==> config.mk <==
export PLATFORM = sky130hd
export DESIGN_NAME = spi_cmd_engine
export DESIGN_NICKNAME = d
export VERILOG_FILES = /design/src/rtl/spi_cmd_engine.sv
export SDC_FILE = /design/constraint.sdc
export NUM_CORES = 1
export LEC_CHECK = 0
export BUFFER_PORTS_ARGS = -buffer_cell sky130_fd_sc_hd__buf_2
export CAP_MARGIN = 15
export CORE_MARGIN = 1.5
export CORE_UTILIZATION = 40
export CTS_CLUSTER_DIAMETER = 30
export CTS_CLUSTER_SIZE = 30
export DETAILED_ROUTE_END_ITERATION = 7
export GPL_ROUTABILITY_DRIVEN = 0
export PLACE_DENSITY = 0.55
export SYNTH_ARGS = -nofsm -noshare
export SYNTH_HDL_FRONTEND = slang
export SYNTH_SLANG_ARGS = --single-unit
==> constraint.sdc <==
create_clock -name clk -period 5.8 [get_ports clk]
set_input_delay 0.29 -clock clk [delete_from_list [all_inputs] [get_ports clk]]
set_output_delay 0.29 -clock clk [all_outputs]
set_load 0.01 [all_outputs]
==> src/rtl/spi_cmd_engine.sv <==
module spi_cmd_engine #(
  parameter int HALF_DIV = 4
) (
  input  logic       clk,
  input  logic       rst_n,
  input  logic [3:0] reg_addr,
  input  logic       reg_wr,
  input  logic [7:0] reg_wdata,
  input  logic       reg_rd,
  output logic [7:0] reg_rdata,
  output logic       spi_cs_n,
  output logic       spi_sck,
  output logic       spi_mosi,
  input  logic       spi_miso
);

  localparam int SLOTS = 8;
  localparam int TW = (HALF_DIV > 1) ? $clog2(HALF_DIV) : 1;
  localparam logic [3:0] A_OP   = 4'h0;
  localparam logic [3:0] A_CNT  = 4'h1;
  localparam logic [3:0] A_CTL  = 4'h2;
  localparam logic [3:0] A_DATA = 4'hC;
  localparam logic [3:0] A_PTR  = 4'hD;

  logic [7:0]    opcode_q;
  logic [3:0]    txn_q, rxn_q;
  logic [7:0]    ring_q [SLOTS];
  logic [2:0]    ptr_q;
  logic          busy_q, cs_n_q, sck_q;
  logic [TW-1:0] tmr_q;
  logic [2:0]    bit_q;
  logic [4:0]    byte_q;
  logic [7:0]    sh_tx_q, sh_rx_q;

  function automatic logic [3:0] sat8(input logic [3:0] v);
    return (v > 4'd8) ? 4'd8 : v;
  endfunction

  wire       acc_wr    = reg_wr & ~busy_q;
  wire       acc_rd    = reg_rd & ~busy_q;
  wire       start     = acc_wr && (reg_addr == A_CTL) && reg_wdata[0];
  wire       tick      = (tmr_q == TW'(HALF_DIV - 1));
  wire [4:0] last_byte = 5'(txn_q) + 5'(rxn_q);
  wire [4:0] nxt_byte  = byte_q + 5'd1;
  wire [7:0] rx_byte   = {sh_rx_q[6:0], spi_miso};
  wire [7:0] tx_next   = (nxt_byte <= 5'(txn_q)) ? ring_q[byte_q[2:0]] : 8'hFF;
  wire [2:0] cap_slot  = 3'(byte_q - 5'd1);
  wire       capture   = busy_q && tick && !sck_q && (bit_q == 3'd7) && (byte_q != 5'd0);

  assign spi_cs_n = cs_n_q;
  assign spi_sck  = sck_q;
  assign spi_mosi = sh_tx_q[7];

  always_ff @(posedge clk) begin
    if (!rst_n) begin
      opcode_q <= '0;
      txn_q    <= '0;
      rxn_q    <= '0;
      ptr_q    <= '0;
    end else if (acc_wr) begin
      case (reg_addr)
        A_OP:   opcode_q <= reg_wdata;
        A_CNT:  begin
          rxn_q <= sat8(reg_wdata[7:4]);
          txn_q <= sat8(reg_wdata[3:0]);
        end
        A_CTL:  if (reg_wdata[4]) ptr_q <= '0;
        A_DATA: ptr_q <= ptr_q + 3'd1;
        default: ;
      endcase
    end else if (acc_rd && reg_addr == A_DATA) begin
      ptr_q <= ptr_q + 3'd1;
    end
  end

  always_ff @(posedge clk) begin
    if (!rst_n) begin
      for (int i = 0; i < SLOTS; i++) ring_q[i] <= '0;
    end else if (capture) begin
      ring_q[cap_slot] <= rx_byte;
    end else if (acc_wr && reg_addr == A_DATA) begin
      ring_q[ptr_q] <= reg_wdata;
    end
  end

  always_ff @(posedge clk) begin
    if (!rst_n) begin
      busy_q  <= 1'b0;
      cs_n_q  <= 1'b1;
      sck_q   <= 1'b0;
      tmr_q   <= '0;
      bit_q   <= '0;
      byte_q  <= '0;
      sh_tx_q <= '0;
      sh_rx_q <= '0;
    end else if (!busy_q) begin
      if (start) begin
        busy_q  <= 1'b1;
        cs_n_q  <= 1'b0;
        sck_q   <= 1'b0;
        tmr_q   <= '0;
        bit_q   <= '0;
        byte_q  <= '0;
        sh_tx_q <= opcode_q;
      end
    end else if (!tick) begin
      tmr_q <= tmr_q + TW'(1);
    end else begin
      tmr_q <= '0;
      if (!sck_q) begin
        sck_q   <= 1'b1;
        sh_rx_q <= rx_byte;
      end else begin
        sck_q <= 1'b0;
        if (bit_q == 3'd7) begin
          if (byte_q == last_byte) begin
            busy_q <= 1'b0;
            cs_n_q <= 1'b1;
          end else begin
            byte_q  <= nxt_byte;
            bit_q   <= '0;
            sh_tx_q <= tx_next;
          end
        end else begin
          bit_q   <= bit_q + 3'd1;
          sh_tx_q <= {sh_tx_q[6:0], 1'b0};
        end
      end
    end
  end

  always_comb begin
    case (reg_addr)
      A_OP:    reg_rdata = opcode_q;
      A_CNT:   reg_rdata = {rxn_q, txn_q};
      A_CTL:   reg_rdata = {7'd0, busy_q};
      A_DATA:  reg_rdata = ring_q[ptr_q];
      A_PTR:   reg_rdata = {5'd0, ptr_q};
      default: reg_rdata = 8'h00;
    endcase
  end

  a_r9_sck_idle_low: assert property (@(posedge clk) disable iff (!rst_n)
    spi_cs_n |-> !spi_sck);

  a_r9_mosi_steady_high: assert property (@(posedge clk) disable iff (!rst_n)
    spi_sck |-> $stable(spi_mosi));

  a_r8_cs_release_on_fall: assert property (@(posedge clk) disable iff (!rst_n)
    $rose(spi_cs_n) |-> $fell(spi_sck));

  a_r10_opcode_frozen: assert property (@(posedge clk) disable iff (!rst_n)
    (busy_q && $past(busy_q)) |-> $stable(opcode_q));

  a_r7_ptr_frozen: assert property (@(posedge clk) disable iff (!rst_n)
    (busy_q && $past(busy_q)) |-> $stable(ptr_q));

  a_r2_count_limit: assert property (@(posedge clk) disable iff (!rst_n)
    (txn_q <= 4'd8) && (rxn_q <= 4'd8));

endmodule

==> out/metrics.yaml, run 1 <==
setup_path:
  critPathKind: "reg2reg"
  cpMaxStageDelayCell: "o21ai_0"
  crit_fanout: 32
  critical_path_arrival_ns: 3.80
  max_stage_delay_ns: 0.92
  startpoint_type: "flip-flop"
  required_ns: 5.84
  endpoint_kind: "flip-flop"
  crit_chain: "buf_4, nor2b_1, and3_1, o21ai_1, o2bb2a_1, o21ai_0"
  reg2regPathDepth: 6
placed_design:
  pre_cts_slack_ns: 2.08
  io_buffers: 27
  dp.final_hpwl_um: 14200
  place_inst: 792
  place_area_mm2: 0.00680
logic_synthesis:
  yosysTopAreaCellShare: 0.291
  seq_area_frac_synth: 0.452
  async_flop_share: 0
  synthesis.nets: 626
  synthMuxAreaShare: 0.186
  ys.flop_type: "edfxtp_1"
  synth-compound-area-share: 0.109
  synthCells: 593
  synth_top_family_by_area: "multiplexers"
  synthXorXnorAreaFrac: 0.0146
  synth_area_leaders: "edfxtp_1 29%, dfxtp_1 16%, mux4_2 11%"
  synth_area_mm2: 0.00660
  yosysWarnings: 0
  yosysTopAreaCell: "edfxtp_1"
  yosys.area_share.simple: 0.167
  ys_ff_latch: 117
  avgSynthCellArea_um2: 11.1
  synth_fa_ha_area_frac: 0.0315
  synth_cell_type_count: 62
  synth_enable_flop_cells: 64
clock_tree:
  cts_tree: "done"
  cts-root-buf: "clkbuf_16"
  clk_latency_ns: 0.43
  htreeDepth: 4
  clk_pin_slew_ns: 0.06
  cts.repair.resized: 0
  clock-sinks: 117
  cts-hold-fix-buffers: 0
  postCtsSetupBuffers: 0
  cts_made_buffers: 17
  cts.path.max_buffers: 2
power:
  p_leak_nw: 2.47
  fin_total_pwr_mw: 2.03
  ir_drop_mv: 0.194
  cellPowerDensity_mw_per_mm2: 276
routing:
  antenna_left: 0
  drc: 0
  firstDrtPassIters: 5
  wirelength_um: 19200
  vias_per_cell: 6.01
  drt-wirelength-per-cell_um: 23.2
  vias: 4955
  initialDrtViolationCount: 503
finish:
  layout.nets: 629
  fillCellCount: 1504
  stdcell_count: 825
  design_area_mm2: 0.00738
  finish.utilization: 0.461
  final_cell_mix: "87 x nor2_1, 64 x edfxtp_1, 53 x dfxtp_1"
  drive_gt1_frac: 0.189
  area_delta_synth_final_pct: 11.8
  multi_input_area_mm2: 0.00335
  seq_area_mm2: 0.00298
  layout_commonest_cell: "nor2_1"
  antenna_cells: 0
grt:
  globalRouteOverflowTotal: 0
  grt_pass1_vias: 4655
  grt_max_degree: 33
  antenna_found_initial: 0
  grt_pass1_wl_um: 29100
  grt_usage: 0.227
timing:
  fin_hold_ws_ns: 0.143
  rsz0062_at_grt: "false"
  clock.fmax_ghz: 0.266
  worst_slew_pin_slew_ns: 1.11
  fin_skew_ns: 0.0110
  finalWorstSetupSlack_ns: 2.04
  hold_viol: 0
  max_slew_margin: 0.254
  tns_ns: 0
  finalCriticalPeriod_ns: 3.76
  setup_viol: 0
  drv_slew: 0
  layout_worst_path_cycle_share: 0.648
floorplan:
  dieArea_mm2: 0.0173
  dieHeight_um: 131
  chipWidth_um: 131
  row_count: 46
  core-area_mm2: 0.0160
  ios: 28
  start_util: 0.413
hold_path:
  hold_path_depth: 3
  holdCritPathClass: "in2reg"
job:
  cap_violations: 0
run_status:
  status: "finished clean"
==> worst max-delay path: cells and delay by family (launching register included) <==
| kind | cells | cell delay [ns] |
|---|---|---|
| AOI/OAI and AO/OA | 3 | 1.70 |
| and+or+nand+nor | 2 | 1.13 |
| DFF | 1 | 0.30 |
| buffers and inverters | 1 | 0.22 |
==> state kept, by name, summed over array words and instances (netlist names), named ones only <==
register / cells
txn_q: 4
rxn_q: 4
tmr_q: 2
spi_sck: 1
opcode_q: 8
ptr_q: 3
byte_q: 5
sh_tx_q: 8
sh_rx_q: 7
bit_q: 3
spi_cs_n: 1
busy_q: 1
ring_q: 64
==> synthesized netlist by cell type (all sizes together), types with 2 or more instances <==
| cell | n |
|---|---|
| a221o | 2 |
| and3 | 5 |
| edfxtp | 64 |
| dfxtp | 53 |
| buf | 26 |
| nand2b | 17 |
| nand4 | 2 |
| clkbuf | 20 |
| mux2i | 38 |
| nor3 | 8 |
| and4 | 2 |
| or3 | 21 |
| a22o | 4 |
| a21oi | 22 |
| o22ai | 6 |
| mux4 | 32 |
| and2 | 2 |
| xnor2 | 8 |
| a31oi | 12 |
| o21ai | 11 |
| o311ai | 10 |
| nor2 | 88 |
| o21a | 8 |
| a41oi | 2 |
| or2 | 10 |
| nor3b | 7 |
| inv | 10 |
| nand3b | 4 |
| xor2 | 3 |
| mux2 | 11 |
| nand2 | 28 |
| nand3 | 13 |
| ha | 15 |
| o41ai | 8 |
| nor2b | 4 |
==> cell families (layout without fill, tap and decap cells) <==
logic type / count (synthesis) / after routing
adders and majority gates: 16 / 16
xor gates and xnor gates: 11 / 11
muxes: 81 / 81
buffers and inverters: 56 / 72
DFF: 117 / 117
and+or+nand+nor: 217 / 217
AOI/OAI and AO/OA: 95 / 95
==> final cells by class <==
| cell class | count | share of cell area |
|---|---|---|
| clock buffers | 18 | 0.0581 |
| clock inverters | 14 | 0.0207 |
| inverters | 10 | 0.00508 |
| multi-input cells | 420 | 0.454 |
| flip-flops and latches | 117 | 0.404 |
| well taps | 216 | 0.0366 |
| repair buffers | 30 | 0.0210 |
==> report_power, final <==
group / leakage (nW) / internal, mW / switching, mW
clock network: 0.273 / 0.634 / 0.399
registers: 1.09 / 0.892 / 0.0168
logic: 1.11 / 0.0363 / 0.0565
==> routing by layer <==
| layer | share of wire | vias up | GRT usage |
|---|---|---|---|
| li1 | - | 2225 | - |
| met1 | 0.46 | 2464 | 0.334 |
| met2 | 0.44 | 233 | 0.326 |
| met3 | 0.079 | 33 | 0.0448 |
| met4 | 0.024 | 0 | 0.0907 |
| met5 | 0 | - | 0 |
==> path summary, 6_finish.rpt <==
kind | start | to | slack [ns]
worst max-delay path | busy_q | ring_q[3][5] | 2.04
worst min-delay path | spi_miso | sh_rx_q[0] | 0.14
worst max register to register | busy_q | ring_q[3][5] | 2.04
worst min register to register | sh_rx_q[6] | sh_rx_q[6] | 0.46
Power figures use the tool's default switching activity.
==> inputs of run 2 (changes only) <==
Settings changed: PLACE_DENSITY 0.55 to 0.57.
Clock period 5.8 ns to 3.2 ns, I/O delays scaled along.
==> run 2 against run 1 <==
  * Clock power grew 77%
  * Core utilization grew 1.1 points
  * Fmax grew 35%
  * Wire length grew 1.5%
  * Cell count grew 3.2%
  * Non-clock buffer count grew 26
  * Die area is the same
  * Sequential cell count is the same
  * Worst hold slack lost 0.12 ns
  * Critical path depth is the same
  * Critical endpoint is now ring_q[6][7]
==> out/metrics.yaml, run 2 (synthesis gave the netlist of run 1 again) <==
floorplan:
  ios: 28
  row_count: 46
  dieArea_mm2: 0.0173
  start_util: 0.413
  chipWidth_um: 131
  dieHeight_um: 131
  core-area_mm2: 0.0160
clock_tree:
  htreeDepth: 4
  cts-root-buf: "clkbuf_16"
  cts.repair.resized: 0
  postCtsSetupBuffers: 0
  clk_pin_slew_ns: 0.06
  cts_tree: "done"
  clk_latency_ns: 0.42
  cts.path.max_buffers: 2
  cts-hold-fix-buffers: 1
  clock-sinks: 117
  cts_made_buffers: 17
finish:
  drive_gt1_frac: 0.219
  stdcell_count: 851
  layout_commonest_cell: "nor2_1"
  largest_reg_flops: 64
  seq_area_mm2: 0.00298
  final_cell_mix: "87 x nor2_1, 64 x edfxtp_1, 53 x dfxtp_1"
  area_delta_synth_final_pct: 14.5
  reg.largest.list: "ring_q: 64 flops, opcode_q: 8 flops, sh_tx_q: 8 flops"
  largest_register: "ring_q"
  finish.utilization: 0.472
  antenna_cells: 0
  layout.nets: 655
  multi_input_area_mm2: 0.00335
  fillCellCount: 1511
timing:
  setup_viol: 0
  rsz0062_at_grt: "false"
  worst_slew_pin_slew_ns: 0.920
  layout_worst_path_cycle_share: 0.872
  drv_slew: 0
  fin_hold_ws_ns: 0.0269
  fin_skew_ns: 0.00822
  finalWorstSetupSlack_ns: 0.410
  tns_ns: 0
  finalCriticalPeriod_ns: 2.79
  hold_viol: 0
  max_slew_margin: 0.386
  clock.fmax_ghz: 0.358
setup_path:
  crit_fanout: 20
  cp.buffers_inverters: 2
  crit_chain: "nor2b_1, and3_1, buf_4, mux2_4, o21ai_0, buf_4"
  max_stage_delay_ns: 0.42
  critPathMostFrequentCell: "buf_4"
  cpMaxStageDelayCell: "dfxtp_1"
  critical_path_arrival_ns: 2.92
  critPathKind: "reg2reg"
  cpLargestDelayFamily: "simple AND/OR/NAND/NOR gates"
  startpoint_type: "flip-flop"
  endpoint_kind: "flip-flop"
  required_ns: 3.34
power:
  p_leak_nw: 2.59
  cellPowerDensity_mw_per_mm2: 482
  ir_drop_mv: 0.387
hold_path:
  holdCritPathClass: "in2reg"
placed_design:
  pre_cts_slack_ns: 0.467
  io_buffers: 27
  dp.final_hpwl_um: 14000
  place_inst: 818
routing:
  drt-met1-wl_um: 8570
  drc: 0
  vias_per_cell: 6.00
  vias: 5109
  highest_layer: "met4"
  wl_met2_um: 9020
  routed-wl-met3_um: 1390
  wirelength_um: 19400
  initialDrtViolationCount: 481
  firstDrtPassIters: 4
  drt-wirelength-per-cell_um: 22.8
  antenna_left: 0
job:
  cap_violations: 0
grt:
  globalRouteOverflowTotal: 0
  grt_pass1_wl_um: 29500
  grt_max_degree: 30
  antenna_found_initial: 0
  grt_pass1_vias: 4833
  grt_usage: 0.230
run_status:
  status: "finished clean"
run 2: cell count changes in the layout (fill, tap and decap cells not counted):
cell	previous run	this run
inv_8	0	1
dlygate4sd3_1	0	1
buf_4	2	28
clkinv_1	0	1
bufinv_16	2	1
buf_2	28	27
clkinv_4	4	3
run 2: cell type report:
cell class	count	area share
Clock buffer	18	0.0568
Tap cell	216	0.0358
Inverter	10	0.00497
Sequential cell	117	0.395
Multi-Input combinational cell	420	0.444
Timing Repair Buffer	56	0.0470
Clock inverter	14	0.0171
run 2: power by group:
group / switching (mW) / internal [mW] / total (mW)
Clock: 0.746 / 1.07 / 1.82
Combinational: 0.111 / 0.0777 / 0.189
Sequential: 0.0236 / 1.61 / 1.64
Total: 0.880 / 2.76 / 3.64
run 2: through the flow:
stage	total power, mW	instance area (µm²)
2_1_floorplan	1.78	6600
3_3_place_gp	1.85	6990
3_5_place_dp	1.85	6990
4_1_cts	3.66	7560
5_1_grt	3.75	7560
6_report	3.64	7560
run 2: final timing paths:
check / start / to / slack [ns] / cells after the start
max: busy_q / ring_q[6][7] / 0.41 / 6
min: reg_wdata[1] / opcode_q[1] / 0.03 / 3
max reg2reg: busy_q / ring_q[6][7] / 0.41 / 6
min reg2reg: bit_q[1] / bit_q[1] / 0.47 / 2
run 2: worst register-to-register path: cells and delay by family, from the launching register on:
kind / cells / cell delay (ns)
compound gates: 1 / 0.40
buf+inv: 2 / 0.53
flops: 1 / 0.42
mux: 1 / 0.41
simple gates: 2 / 0.74
run 2: routing by layer:
| layer | global-route usage | vias up |
|---|---|---|
| li1 | - | 2294 |
| met1 | 0.316 | 2558 |
| met2 | 0.354 | 228 |
| met3 | 0.0571 | 29 |
| met4 | 0.0784 | 0 |
| met5 | 0 | - |
==> inputs of run 3 (changes only) <==
Settings changed: ABC_AREA set to 1, CELL_PAD_IN_SITES_DETAIL_PLACEMENT set to 1, CELL_PAD_IN_SITES_GLOBAL_PLACEMENT set to 1, PLACE_DENSITY 0.57 to 0.72.
==> run 3 against run 2 <==
  * First-iteration DRC count shrank 29%
  * Sequential cell count is the same
  * Clock skew shrank 0.0031 ns
  * Core utilization shrank 0.45 points
  * Count of clock-buffer cells in the layout shrank 1
  * Largest cell class unchanged
  * Sequential power is essentially flat
  * Register-to-register slack gained 0.32 ns
  * Critical endpoint is now reg_rdata[2]
  * Area after synthesis shrank 1.8%
  * Non-clock buffer count shrank 11
  * Worst hold slack lost 0.00076 ns
  * Die area shrank 1.8%
==> out/metrics.yaml, run 3 <==
run_status:
  status: "finished clean"
setup_path:
  startpoint_type: "flip-flop"
  critPathKind: "reg2out"
  cpMaxStageDelayCell: "inv_1"
  crit_fanout: 32
  critical_path_arrival_ns: 2.45
  crit_chain: "inv_1, o21ai_0, o221ai_1, nand3_1, o2111ai_1, buf_2"
  endpoint_kind: "output pin"
  required_ns: 3.04
  cp.buffers_inverters: 2
  cpLargestDelayFamily: "buffers and inverters"
  max_stage_delay_ns: 0.66
clock_tree:
  cts_tree: "done"
  clk_latency_ns: 0.43
  cts_made_buffers: 17
  clock-sinks: 117
  cts.path.max_buffers: 2
  postCtsSetupBuffers: 0
  clk_pin_slew_ns: 0.06
  htreeDepth: 4
  cts-root-buf: "clkbuf_16"
timing:
  setup_viol: 0
  layout_worst_path_cycle_share: 0.817
  worst_slew_pin_slew_ns: 0.902
  drv_slew: 0
  rsz0062_at_grt: "false"
  clock.fmax_ghz: 0.383
  fin_skew_ns: 0.00514
  fin_hold_ws_ns: 0.0261
  tns_ns: 0
  finalWorstSetupSlack_ns: 0.587
  finalCriticalPeriod_ns: 2.61
  hold_viol: 0
  max_slew_margin: 0.398
grt:
  globalRouteOverflowTotal: 0
  grt_pass1_wl_um: 33700
  grt_usage: 0.271
  antenna_found_initial: 0
  grt_max_degree: 41
  grt_pass1_vias: 5883
logic_synthesis:
  seq_area_frac_synth: 0.460
  synthCells: 842
  synth_cell_type_count: 45
  ys.flop_type: "edfxtp_1"
  avgSynthCellArea_um2: 7.70
  async_flop_share: 0
  synth_enable_flop_cells: 64
  yosysWarnings: 0
  synth_area_leaders: "edfxtp_1 30%, dfxtp_1 16%, nand2_1 11%"
  synth_area_mm2: 0.00648
  ys_ff_latch: 117
  synthesis.nets: 875
  yosysTopAreaCellShare: 0.296
  yosysTopAreaCell: "edfxtp_1"
  yosysMostFrequentCell: "nand2_1"
  ys_top_cells_by_count: "196 x nand2_1, 159 x nor2_1, 64 x edfxtp_1, 64 x inv_1, 59 x nand3_1"
power:
  ir_drop_mv: 0.406
  p_leak_nw: 3.09
  cellPowerDensity_mw_per_mm2: 489
finish:
  area_delta_synth_final_pct: 14.6
  largest_reg_flops: 64
  reg.largest.list: "ring_q: 64 flops, opcode_q: 8 flops, sh_tx_q: 8 flops"
  drive_gt1_frac: 0.123
  antenna_cells: 0
  largest_register: "ring_q"
  layout.nets: 905
  final_cell_mix: "196 x nand2_1, 159 x nor2_1, 64 x inv_1, 64 x edfxtp_1, 59 x nand3_1"
  layout_commonest_cell: "nand2_1"
routing:
  initialDrtViolationCount: 342
  firstDrtPassIters: 4
  vias: 6069
  antenna_left: 0
  wirelength_um: 22100
  drc: 0
  vias_per_cell: 5.51
  drt-wirelength-per-cell_um: 20.0
floorplan:
  row_count: 46
  dieHeight_um: 130
  core-area_mm2: 0.0159
  start_util: 0.408
  chipWidth_um: 130
  dieArea_mm2: 0.0170
  ios: 28
job:
  cap_violations: 0
placed_design:
  pre_cts_slack_ns: 0.731
  dp.final_hpwl_um: 16500
  io_buffers: 27
hold_path:
  holdCritPathClass: "in2reg"
-- run 3: path summary, 6_finish.rpt --
path                     start      endpoint  slack (ns)  cells after the start
setup / recovery     flip-flop  reg_rdata[2]        0.59                      6
hold / removal    reg_wdata[6]      rxn_q[2]        0.03                      3
hold reg to reg       bit_q[1]      bit_q[1]        0.48                      2
setup reg to reg      txn_q[0]     byte_q[1]        0.73                     12
-- run 3: final cells by class --
cell class	count	area, µm²
Fill cell	1982	8450
Multi-Input combinational cell	620	3080
Sequential cell	117	2980
Clock buffer	17	425
Timing Repair Buffer	45	275
Inverter	71	272
Tap cell	216	270
Clock inverter	15	131
-- run 3: power breakdown --
part	total, mW	internal (mW)	switching [mW]
combinational	0.186	0.0535	0.132
sequential	1.65	1.62	0.0346
clock	1.80	1.07	0.731
total	3.64	2.74	0.898
-- run 3: metal layers --
metal | part of all wire | wire [µm] | vias up | global-route usage
met2 | 0.47 | 10400 | 207 | 0.437
met4 | 0.019 | 429 | 0 | 0.0856
met5 | 0 | 0 | - | 0
li1 | - | - | 2861 | -
met1 | 0.45 | 9930 | 2965 | 0.372
met3 | 0.057 | 1260 | 36 | 0.0439
-- run 3: repair_timing --
action | CTS | global route
resized for setup | 0 | 0
hold buffers | 2 | 0
endpoints found under the hold margin | 2 | 0
-- run 3: worst register-to-register path, cell delays in order (launching register included) --
cell and delay [ns]:
dfxtp_1 0.34, ha_1 0.24, fa_1 0.52, inv_1 0.05
nand2_1 0.05, nand2_1 0.05, nor2_1 0.13, nand3_1 0.11
nor2_2 0.17, nand3_1 0.23, nand3_1 0.25, nand2_1 0.10
a21oi_1 0.16
-- run 3: cell families (layout without fill, tap and decap cells) --
group           count (synthesis)  after routing  synth area share
fa+ha+maj                      16             16            0.0320
mux                             6              6           0.00926
flops                         117            117             0.460
buf+inv                       105            148            0.0654
simple gates                  454            454             0.304
compound gates                139            139             0.123
xor+xnor                        5              5           0.00676
-- run 3: metrics by stage --
| stage | cells | util | power (mW) | instance area [µm²] |
|---|---|---|---|---|
| 2_1_floorplan | 842 | - | 1.78 | 6480 |
| 3_5_place_dp | 1067 | 0.432 | 1.86 | 6860 |
| 3_3_place_gp | 1067 | 0.432 | 1.85 | 6860 |
| 4_1_cts | 1101 | 0.468 | 3.66 | 7430 |
| 6_report | 1101 | 0.468 | 3.64 | 7430 |
| 5_1_grt | 1101 | 0.468 | 3.74 | 7430 |
